### src/rtl/cok_pkg.sv
`timescale 1ns/1ps
package cok_pkg;
  // Debounced view of the supply rail.
  typedef enum logic {
    SUP_BAD  = 1'b0,
    SUP_GOOD = 1'b1
  } sup_state_e;

  localparam int unsigned COK_ASSERT_TICKS_DEF  = 1;
  localparam int unsigned COK_RELEASE_TICKS_DEF = 6;
endpackage

### src/rtl/cok_dwell_timer.sv
`timescale 1ns/1ps
// Counts ticks while a condition holds continuously and fires on the
// tick that completes the requested dwell.
module cok_dwell_timer #(
  parameter int unsigned CNT_W = 3
) (
  input  logic             clk,
  input  logic             rst_n,
  input  logic             clr,
  input  logic             run,
  input  logic             tick,
  input  logic [CNT_W-1:0] limit,
  output logic             expire
);
  logic [CNT_W-1:0] cnt_q;

  assign expire = run && tick && (cnt_q == (limit - CNT_W'(1)));

  always_ff @(posedge clk) begin
    if (!rst_n) begin
      cnt_q <= '0;
    end else if (clr || !run || expire) begin
      cnt_q <= '0;
    end else if (tick) begin
      cnt_q <= cnt_q + CNT_W'(1);
    end
  end
endmodule

### src/rtl/cok_supply_tracker.sv
`timescale 1ns/1ps
// Supply state with asymmetric debounce and brownout clear.
module cok_supply_tracker
  import cok_pkg::*;
#(
  parameter int unsigned ASSERT_TICKS  = COK_ASSERT_TICKS_DEF,
  parameter int unsigned RELEASE_TICKS = COK_RELEASE_TICKS_DEF
) (
  input  logic clk,
  input  logic rst_n,
  input  logic tick,
  input  logic below_trip,
  input  logic above_clear,
  input  logic brownout,
  output logic sup_good
);
  localparam int unsigned MAX_TICKS = (ASSERT_TICKS > RELEASE_TICKS) ? ASSERT_TICKS : RELEASE_TICKS;
  localparam int unsigned CNT_W     = $clog2(MAX_TICKS + 1);

  sup_state_e       state_q;
  logic             run;
  logic             expire;
  logic [CNT_W-1:0] limit;

  // The good state waits for the low trip, the bad state for the high one.
  always_comb begin
    if (state_q == SUP_GOOD) begin
      run   = below_trip;
      limit = CNT_W'(ASSERT_TICKS);
    end else begin
      run   = above_clear;
      limit = CNT_W'(RELEASE_TICKS);
    end
  end

  cok_dwell_timer #(.CNT_W(CNT_W)) dwell_i (
    .clk    (clk),
    .rst_n  (rst_n),
    .clr    (brownout),
    .run    (run),
    .tick   (tick),
    .limit  (limit),
    .expire (expire)
  );

  always_ff @(posedge clk) begin
    if (!rst_n) begin
      state_q <= SUP_BAD;
    end else if (brownout) begin
      state_q <= SUP_BAD;
    end else if (expire) begin
      state_q <= (state_q == SUP_GOOD) ? SUP_BAD : SUP_GOOD;
    end
  end

  assign sup_good = (state_q == SUP_GOOD);
endmodule

### src/rtl/cok_output_stage.sv
`timescale 1ns/1ps
// Merges the active-low fault terms and drives the pad controls.
module cok_output_stage (
  input  logic sup_good,
  input  logic brownout,
  input  logic temp_warn,
  input  logic temp_shut,
  output logic chip_ok,
  output logic chip_ok_oe,
  output logic outputs_hiz
);
  logic supply_fine;
  logic thermal_fine;

  assign supply_fine  = sup_good && !brownout;
  assign thermal_fine = !temp_warn && !temp_shut;
  assign chip_ok      = supply_fine && thermal_fine;
  assign outputs_hiz  = temp_shut;
  assign chip_ok_oe   = !temp_shut;
endmodule

### src/rtl/cok_monitor.sv
`timescale 1ns/1ps
module cok_monitor
  import cok_pkg::*;
#(
  parameter int unsigned ASSERT_TICKS  = COK_ASSERT_TICKS_DEF,
  parameter int unsigned RELEASE_TICKS = COK_RELEASE_TICKS_DEF
) (
  input  logic clk,
  input  logic rst_n,
  input  logic tick_1khz,
  input  logic sup_below_trip,
  input  logic sup_above_clear,
  input  logic sup_brownout,
  input  logic temp_warn,
  input  logic temp_shut,
  output logic chip_ok,
  output logic chip_ok_oe,
  output logic outputs_hiz
);
  logic sup_good;

  cok_supply_tracker #(
    .ASSERT_TICKS  (ASSERT_TICKS),
    .RELEASE_TICKS (RELEASE_TICKS)
  ) supply_i (
    .clk         (clk),
    .rst_n       (rst_n),
    .tick        (tick_1khz),
    .below_trip  (sup_below_trip),
    .above_clear (sup_above_clear),
    .brownout    (sup_brownout),
    .sup_good    (sup_good)
  );

  cok_output_stage out_i (
    .sup_good    (sup_good),
    .brownout    (sup_brownout),
    .temp_warn   (temp_warn),
    .temp_shut   (temp_shut),
    .chip_ok     (chip_ok),
    .chip_ok_oe  (chip_ok_oe),
    .outputs_hiz (outputs_hiz)
  );
endmodule

### config.mk
export PLATFORM = sky130hd
export DESIGN_NAME = cok_monitor
export DESIGN_NICKNAME = d
export VERILOG_FILES = /design/src/rtl/cok_pkg.sv /design/src/rtl/cok_dwell_timer.sv /design/src/rtl/cok_supply_tracker.sv /design/src/rtl/cok_output_stage.sv /design/src/rtl/cok_monitor.sv
export SDC_FILE = /design/constraint.sdc
export NUM_CORES = 1
export LEC_CHECK = 0
export BUFFER_PORTS_ARGS = -buffer_cell sky130_fd_sc_hd__buf_2
export CELL_PAD_IN_SITES_DETAIL_PLACEMENT = 1
export CELL_PAD_IN_SITES_GLOBAL_PLACEMENT = 2
export CORE_AREA = 8 8 45 47
export DETAILED_ROUTE_END_ITERATION = 8
export DIE_AREA = 0 0 53 55
export PLACE_DENSITY_LB_ADDON = 0.05
export SYNTH_ARGS = -nofsm -noshare
export SYNTH_HDL_FRONTEND = slang
export SYNTH_SLANG_ARGS = --single-unit
### constraint.sdc
create_clock -name clk -period 1.8 [get_ports clk]
set_clock_uncertainty 0.2 [all_clocks]
set_input_delay 0.18 -clock clk [delete_from_list [all_inputs] [get_ports clk]]
set_output_delay 0.18 -clock clk [all_outputs]
set_load 0.02 [all_outputs]
; After elaboration in Yosys (flattened, before gate mapping)
; Cells that the tools add are included.
[word_totals]
regBits = 4
inputBits = 8
output_inout_bits = 3
word_cells = 22
[op_classes]
add_sub_neg = 2
eq_ne = 1
mux = 3
n_bitwise = 1
reduce_logical = 13
[op_table]
columns = op, n
row1 = 1-bit logical AND, 5
row2 = 1-bit logical NOT, 4
row3 = 2-bit OR reduction, 2
row4 = 3-bit by 1-bit adder with 3-bit output (second input constant), 1
row5 = 3-bit equality test, 1
row6 = 3-bit 2-to-1 mux, 1
row7 = 3-bit by 1-bit subtractor with 3-bit output (second input constant), 1
row8 = 1-bit logical OR, 2
row9 = 1-bit 2-to-1 mux, 2
row10 = 1-bit NOT, 1

; Depth between registers and ports, before layout
; Gate-level depths: netlist of the first run.
[logic_depth]
ltp_word = 6
mapped_depth = 4
mapped_depth_nobuf = 4

; By module
; From an unflattened synthesis of the first run, not the netlist that was laid out.
[unflattened]
cells_unflattened = 28
hier_area_um2 = 304.0
[modules_own_cells]
columns = mod, instances, cells_each, area_each_um2, seq_area_each_um2
row1 = cok_dwell_timer, 1, 20, 221.5, 60.1
row2 = cok_supply_tracker, 1, 5, 56.3, 20.0
row3 = cok_output_stage, 1, 3, 26.3, 0.0

; Worst setup path after synthesis of the first run
; No wires, ideal clock.
[synth_path]
kind = register to output
from = register supply_i.state_q, in the netlist supply_i.sup_good
to = output port chip_ok
arrival_ps = 1166
required_time_ps = 1420
setup_slack_ps = 254
path_stages_with_launch = 3
n_path_buf = 0
path_cell_list = dfxtp_1 > inv_1 > nor4_1
[synth_between]
elab_chain_cells = 2
[synth_rtl]
columns = item, line_no
row1 = from (decl), cok_supply_tracker.sv:20  ; sup_state_e state_q;
row2 = from (signal assigned), cok_supply_tracker.sv:52  ; state_q <= (state_q == SUP_GOOD) ? SUP_BAD : SUP_GOOD;
row3 = 1-bit logical AND, cok_output_stage.sv:15  ; assign supply_fine = sup_good && !brownout;
row4 = 1-bit logical AND, cok_output_stage.sv:17  ; assign chip_ok = supply_fine && thermal_fine;
row5 = to (decl), cok_monitor.sv:16  ; output logic chip_ok,
; No other way between the ends.

; Final worst setup path of the first run
; Same ends and word-level chain as after synthesis.

==> flow_summary.yaml, run 1 <==
timing:
  worst_hold_slack_ps: 42.9
  timing_max_transition_violations_final: 0
  tns_ps: 0
  slew_of_the_pin_with_the_lowest_slew_margin_ps: 302
  layout_worst_path_cycle_share_pct: 90.3
  relSlewSlack_pct: 79.6
  rsz0062_at_grt: "no"
  hold_violations: 0
  setup_viol: 0
  finalCriticalPeriod_ps: 1630
  clock.fmax_mhz: 615
drt:
  post_drt_wl_per_cell_um: 13.3
  vias_per_cell: 4.75
  remaining_drc_errors: 0
  wl_um: 800
  ant_nets: 0
  drt_iter0_drc: 2
  route.vias.total: 285
  drtPass1Iterations: 2
cells_and_area:
  antenna_cells_inserted: 0
  finalNetCount: 55
  n_fill_cell: 177
  flow.area_growth_from_synthesis_pct: 34.7
  final_layout_size_suffix_gt1_share_pct: 34.1
floorplan:
  num_rows: 14
  boundaryPins: 11
  die_w_um: 53
  initial_utilization_pct: 19.8
  core_um2: 1380
  fp.dieArea_um2: 2920
  die_height_um: 55
synthesis:
  postSynthCellCount: 31
  synth.top_cells.by_area: "sky130_fd_sc_hd__dfxtp_1, sky130_fd_sc_hd__nor4bb_4, sky130_fd_sc_hd__inv_1, sky130_fd_sc_hd__a21oi_1, sky130_fd_sc_hd__ha_1"
  synth_fa_ha_area_share_pct: 4.57
  yosys_warnings: 0
  synth_top_family_by_area: "simple AND/OR/NAND/NOR gates"
  synthMuxAreaShare_pct: 4.11
  synthArstFlopShare_pct: 0
  ys_top_cells_by_count: "sky130_fd_sc_hd__inv_1, sky130_fd_sc_hd__dfxtp_1, sky130_fd_sc_hd__a21oi_1"
  synth-compound-area-share_pct: 20.5
  most_common_cell_in_the_netlist: "sky130_fd_sc_hd__inv_1"
  synth-simple-area-share_pct: 32.0
  ys_seq_elements: 4
  synth_top_area_cell: "sky130_fd_sc_hd__dfxtp_1"
  synthesized_area_fraction_occupied_by_xor_and_xnor_cells_pct: 0
  ys_dominant_reg_cell: "sky130_fd_sc_hd__dfxtp_1"
  yosys.cell_types.count: 22
  syn_area_um2: 274
  synth_enable_flop_cells: 0
  synth.yosys.seq_area_share_pct: 29.2
  synth_fp_nets: 40
  avgSynthCellArea_um2: 8.84
  synth_largest_type_area_fraction_pct: 29.2
power:
  peakVddDrop_uv: 268
  power_density_nw_per_um2: 640
  power.static_leakage_nw: 0.159
worst_setup_path:
  cp_data_arrival_time_ps: 1250
  timing_worst_setup_path_type: "register to output pin"
  cp_max_fo: 6
  worstPathRequired_ps: 1420
  worst_setup_path_end_kind: "output pin"
  critPathLaunchType: "register"
placement:
  port_buffers: 10
  gp_congestion: 0.695
clock_network:
  number_of_buffers_created_by_cts: 3
  cts-resized-gates: 0
  post_cts_hold_buffer_count: 1
  clk_latency_ps: 240
  clock-root-buffer: "sky130_fd_sc_hd__clkbuf_4"
  cts.htree.levels: 1
  reg_clk_slew_reported_paths_ps: 40
  max-clock-path-buffers: 2
  cts_tree: "done"
  post-cts-setup-buffer-count: 0
  tritoncts_num_sinks: 4
global_routing:
  globalRoute.totalOverflow: 0
  grt.met2_usage_pct: 9.18
  largest_net_degree_at_the_start_of_global_routing: 8
  grt.met1_usage_pct: 7.44
  globalRouteTotalUtil_pct: 6.72
  grt_util_met3_pct: 4.81
  first_global_vias: 314
  grt_most_used_layer: "met2"
  grt_pass1_wl_um: 1380
  grt_antenna_before_repair: 0
outcome:
  status: "finished, final reports clean"
worst_hold_path:
  min_path_type: "input port to register"
run:
  cap_viol_max_count: 0
==> layout make-up <==
cell class,instances,area [µm²],share of cell area (%)
tap,16,20.0,5.42
clock buffer,3,22.5,6.10
inverter,5,18.8,5.08
sequential,4,80.1,21.7
timing repair buffer,11,60.1,16.3
multi-input combinational,21,168,45.4
==> cells in the final DEF (no fill, tap or decap), drive strengths merged <==
master       instances
buf                 10
inv                  5
dfxtp                4
a21oi                3
clkbuf               3
nor4                 1
or3b                 1
nand3b               1
a31oi                1
mux2                 1
nand3                1
nor2b                1
nor3                 1
nand4b               1
nand2                1
o211ai               1
nor4bb               1
a211o                1
nor2                 1
o211a                1
o311ai               1
or2b                 1
ha                   1
dlygate4sd3          1
==> worst paths after layout <==
| kind | from | to | slack, ps | cells past startpoint |
|---|---|---|---|---|
| worst min register to register | supply_i.dwell_i.cnt_q[2] | supply_i.dwell_i.cnt_q[2] | 390 | 2 |
| worst max register to register | supply_i.sup_good | supply_i.dwell_i.cnt_q[1] | 400 | 3 |
| worst max-delay path | supply_i.sup_good | chip_ok | 170 | 3 |
| worst min-delay path | sup_brownout | supply_i.sup_good | 40 | 3 |
==> routing by layer <==
metal  vias to the layer above  wire (µm)
met4                         0          0
met2                        10        354
met3                         0         61
met5                         -          0
li1                        142          -
met1                       133        384
==> critical path: stages, from the launching register on <==
cell                      delay [ps]
sky130_fd_sc_hd__dfxtp_1         430
sky130_fd_sc_hd__inv_1           110
sky130_fd_sc_hd__nor4_1          260
sky130_fd_sc_hd__buf_2           210
==> through the flow <==
stage / total power, mW / setup slack [ps] / instance area, µm² / utilization, % / instances
after global placement: 0.123 / 410 / 337 / 24.3 / 56
final: 0.236 / 174 / 369 / 26.7 / 60
after floorplan: 0.110 / 254 / 274 / - / 31
after CTS: 0.243 / 140 / 369 / 26.7 / 60
after detailed placement: 0.123 / 393 / 337 / 24.3 / 56
after global routing: 0.258 / 4.10 / 369 / 26.7 / 60
==> cell families (layout without fill, tap and decap cells) <==
logic type / Yosys count / in the layout
compound gates: 8 / 8
flops: 4 / 4
simple gates: 11 / 11
fa+ha+maj: 1 / 1
buf+inv: 6 / 19
mux: 1 / 1
==> power by group <==
part / leakage [nW] / switching, mW / internal, mW
clock: 0.0138 / 0.0386 / 0.0747
sequential: 0.0323 / 0.00207 / 0.0902
combinational: 0.113 / 0.0145 / 0.0163
total: 0.159 / 0.0552 / 0.181
==> flip-flops by register name, summed over array words and instances, names as in the netlist <==
signal                  cells
supply_i.dwell_i.cnt_q      3
supply_i.sup_good           1
Note: power is estimated with default switching activity, not from simulation.
==> run 2, diff against run 1 <==
--- a/config.mk
+++ b/config.mk
@@ -12,6 +12,7 @@
 export DETAILED_ROUTE_END_ITERATION = 8
 export DIE_AREA = 0 0 53 55
 export PLACE_DENSITY_LB_ADDON = 0.05
+export RECOVER_POWER = 100
 export SYNTH_ARGS = -nofsm -noshare
 export SYNTH_HDL_FRONTEND = slang
 export SYNTH_SLANG_ARGS = --single-unit
==> run 2 against run 1 <==
Against the previous run:
- sequential power is 0.7% lower
- global-route usage stayed put
- final cell count stayed put
- register-to-register slack worse by 80 ps
- critical path depth stayed put
- die area stayed put
- sequential share of layout area is 1.1 points higher
- non-clock buffer count stayed put
- combinational power is 11% lower
- largest power group unchanged
- highest routed layer unchanged
==> flow_summary.yaml, run 2 (same netlist as run 1, synthesis figures left out) <==
power:
  peakVddDrop_uv: 264
  power.share.sequential_pct: 39.4
  net-switching-power_mw: 0.0547
  post-layout-total-power_mw: 0.233
  cell_internal_pwr_mw: 0.178
  switching_share_pct: 23.5
  power_density_nw_per_um2: 662
  power.static_leakage_nw: 0.149
  comb_power_share_pct: 11.8
  pwr-share-clk_pct: 48.7
drt:
  post_drt_wl_per_cell_um: 13.3
  wl_um: 798
  vias_per_cell: 4.70
  drtPass1Iterations: 2
  ant_nets: 0
  drt_iter0_drc: 2
  route.vias.total: 282
  remaining_drc_errors: 0
global_routing:
  first_global_vias: 314
  globalRouteTotalUtil_pct: 6.72
  grt_pass1_wl_um: 1380
  grt_antenna_before_repair: 0
  largest_net_degree_at_the_start_of_global_routing: 8
  globalRoute.totalOverflow: 0
cells_and_area:
  final-instance-count-excl-fill: 60
  flow.area_growth_from_synthesis_pct: 28.3
  registers.top_by_ff_count: "supply_i.dwell_i.cnt_q"
  final_cell_mix: "sky130_fd_sc_hd__buf_2, sky130_fd_sc_hd__inv_1, sky130_fd_sc_hd__dfxtp_1"
  largest_register_ff_count: 3
  layout_commonest_cell: "sky130_fd_sc_hd__buf_2"
  antenna_cells_inserted: 0
  finalNetCount: 55
  final_core_utilization_pct: 25.4
  n_fill_cell: 181
  final_layout_size_suffix_gt1_share_pct: 27.3
placement:
  port_buffers: 10
  gp_congestion: 0.695
  placed_cells_incl_taps: 56
  pre_cts_slack_ps: 393
floorplan:
  die_height_um: 55
  die_w_um: 53
  initial_utilization_pct: 19.8
  num_rows: 14
  core_um2: 1380
  boundaryPins: 11
  fp.dieArea_um2: 2920
worst_setup_path:
  cp_data_arrival_time_ps: 1240
  crit-reg2reg-capture: "supply_i.sup_good"
  worstReg2RegStart: "supply_i.dwell_i.cnt_q[0]"
  critPathLaunchType: "register"
  timing_worst_setup_path_type: "register to output pin"
  cp_max_fo: 6
  worstPathRequired_ps: 1420
  crit_path_end: "chip_ok"
  r2r_setup_slack_ps: 320
  cp_cell_sequence: "inv_1 -> nor4_1 -> buf_2"
  reg2regPathDepth: 3
  slowest_delay_ps: 420
  critical-path-slowest-cell: "sky130_fd_sc_hd__dfxtp_1"
  worstSetupStartpoint: "supply_i.sup_good"
  worst_setup_path_end_kind: "output pin"
timing:
  timing_max_transition_violations_final: 0
  tns_ps: 0
  slew_of_the_pin_with_the_lowest_slew_margin_ps: 445
  hold_violations: 0
  setup_ws_ps: 181
  finalCriticalPeriod_ps: 1620
  rsz0062_at_grt: "no"
  layout_worst_path_cycle_share_pct: 89.9
  setup_viol: 0
  relSlewSlack_pct: 69.9
  clock.fmax_mhz: 618
clock_network:
  clock-root-buffer: "sky130_fd_sc_hd__clkbuf_4"
  reg_clk_slew_reported_paths_ps: 40
  tritoncts_num_sinks: 4
  clk_latency_ps: 240
  post-cts-setup-buffer-count: 0
  max-clock-path-buffers: 2
  post_cts_hold_buffer_count: 1
  cts_tree: "done"
  number_of_buffers_created_by_cts: 3
  cts.htree.levels: 1
  cts-resized-gates: 0
run:
  cap_viol_max_count: 0
worst_hold_path:
  min_path_type: "input port to register"
outcome:
  status: "finished, final reports clean"
==> run 2: power by group through the flow <==
stage	clock, mW	combinational [mW]	sequential [mW]
global placement	0	0.0297	0.0936
finish	0.113	0.0275	0.0917
CTS	0.120	0.0314	0.0923
global route	0.131	0.0312	0.0919
floorplan	0	0.0163	0.0933
detailed placement	0	0.0296	0.0937
==> run 2: per-stage QoR <==
step,instance area [µm²],hold WS (ps)
floorplan,274,113
finish,352,43.1
global route,352,44.9
detailed placement,337,228
global placement,337,235
CTS,369,34.5
==> run 2: critical path, delay by kind of cell, from the launching register on <==
family / cells / cell delay (ps)
buffers and inverters: 2 / 320
and+or+nand+nor: 1 / 260
DFF: 1 / 420
==> run 2: worst min path at each step <==
stage | from | to | slack [ps] | cells past startpoint
CTS | sup_brownout | supply_i.sup_good | 30 | 3
global placement | rst_n | supply_i.sup_good | 230 | 2
detailed placement | rst_n | supply_i.sup_good | 230 | 2
global route | sup_brownout | supply_i.sup_good | 40 | 3
floorplan | rst_n | supply_i.sup_good | 110 | 1
finish | sup_brownout | supply_i.sup_good | 40 | 3
==> run 2: layer usage <==
layer | routed length [µm] | track usage, % | vias to the layer above | share of wire, %
met5 | 0 | 0 | - | 0
met4 | 0 | 3.88 | 0 | 0
met3 | 61 | 4.81 | 0 | 7.6
met2 | 364 | 9.18 | 10 | 46
met1 | 372 | 7.44 | 130 | 47
li1 | - | - | 142 | -
==> run 2: final cells by class <==
class | count | area, µm² | share of cell area, %
timing repair buffer | 11 | 57.6 | 16.4
tap | 16 | 20.0 | 5.69
multi-input combinational | 21 | 153 | 43.4
clock buffer | 3 | 22.5 | 6.41
inverter | 5 | 18.8 | 5.34
sequential | 4 | 80.1 | 22.8
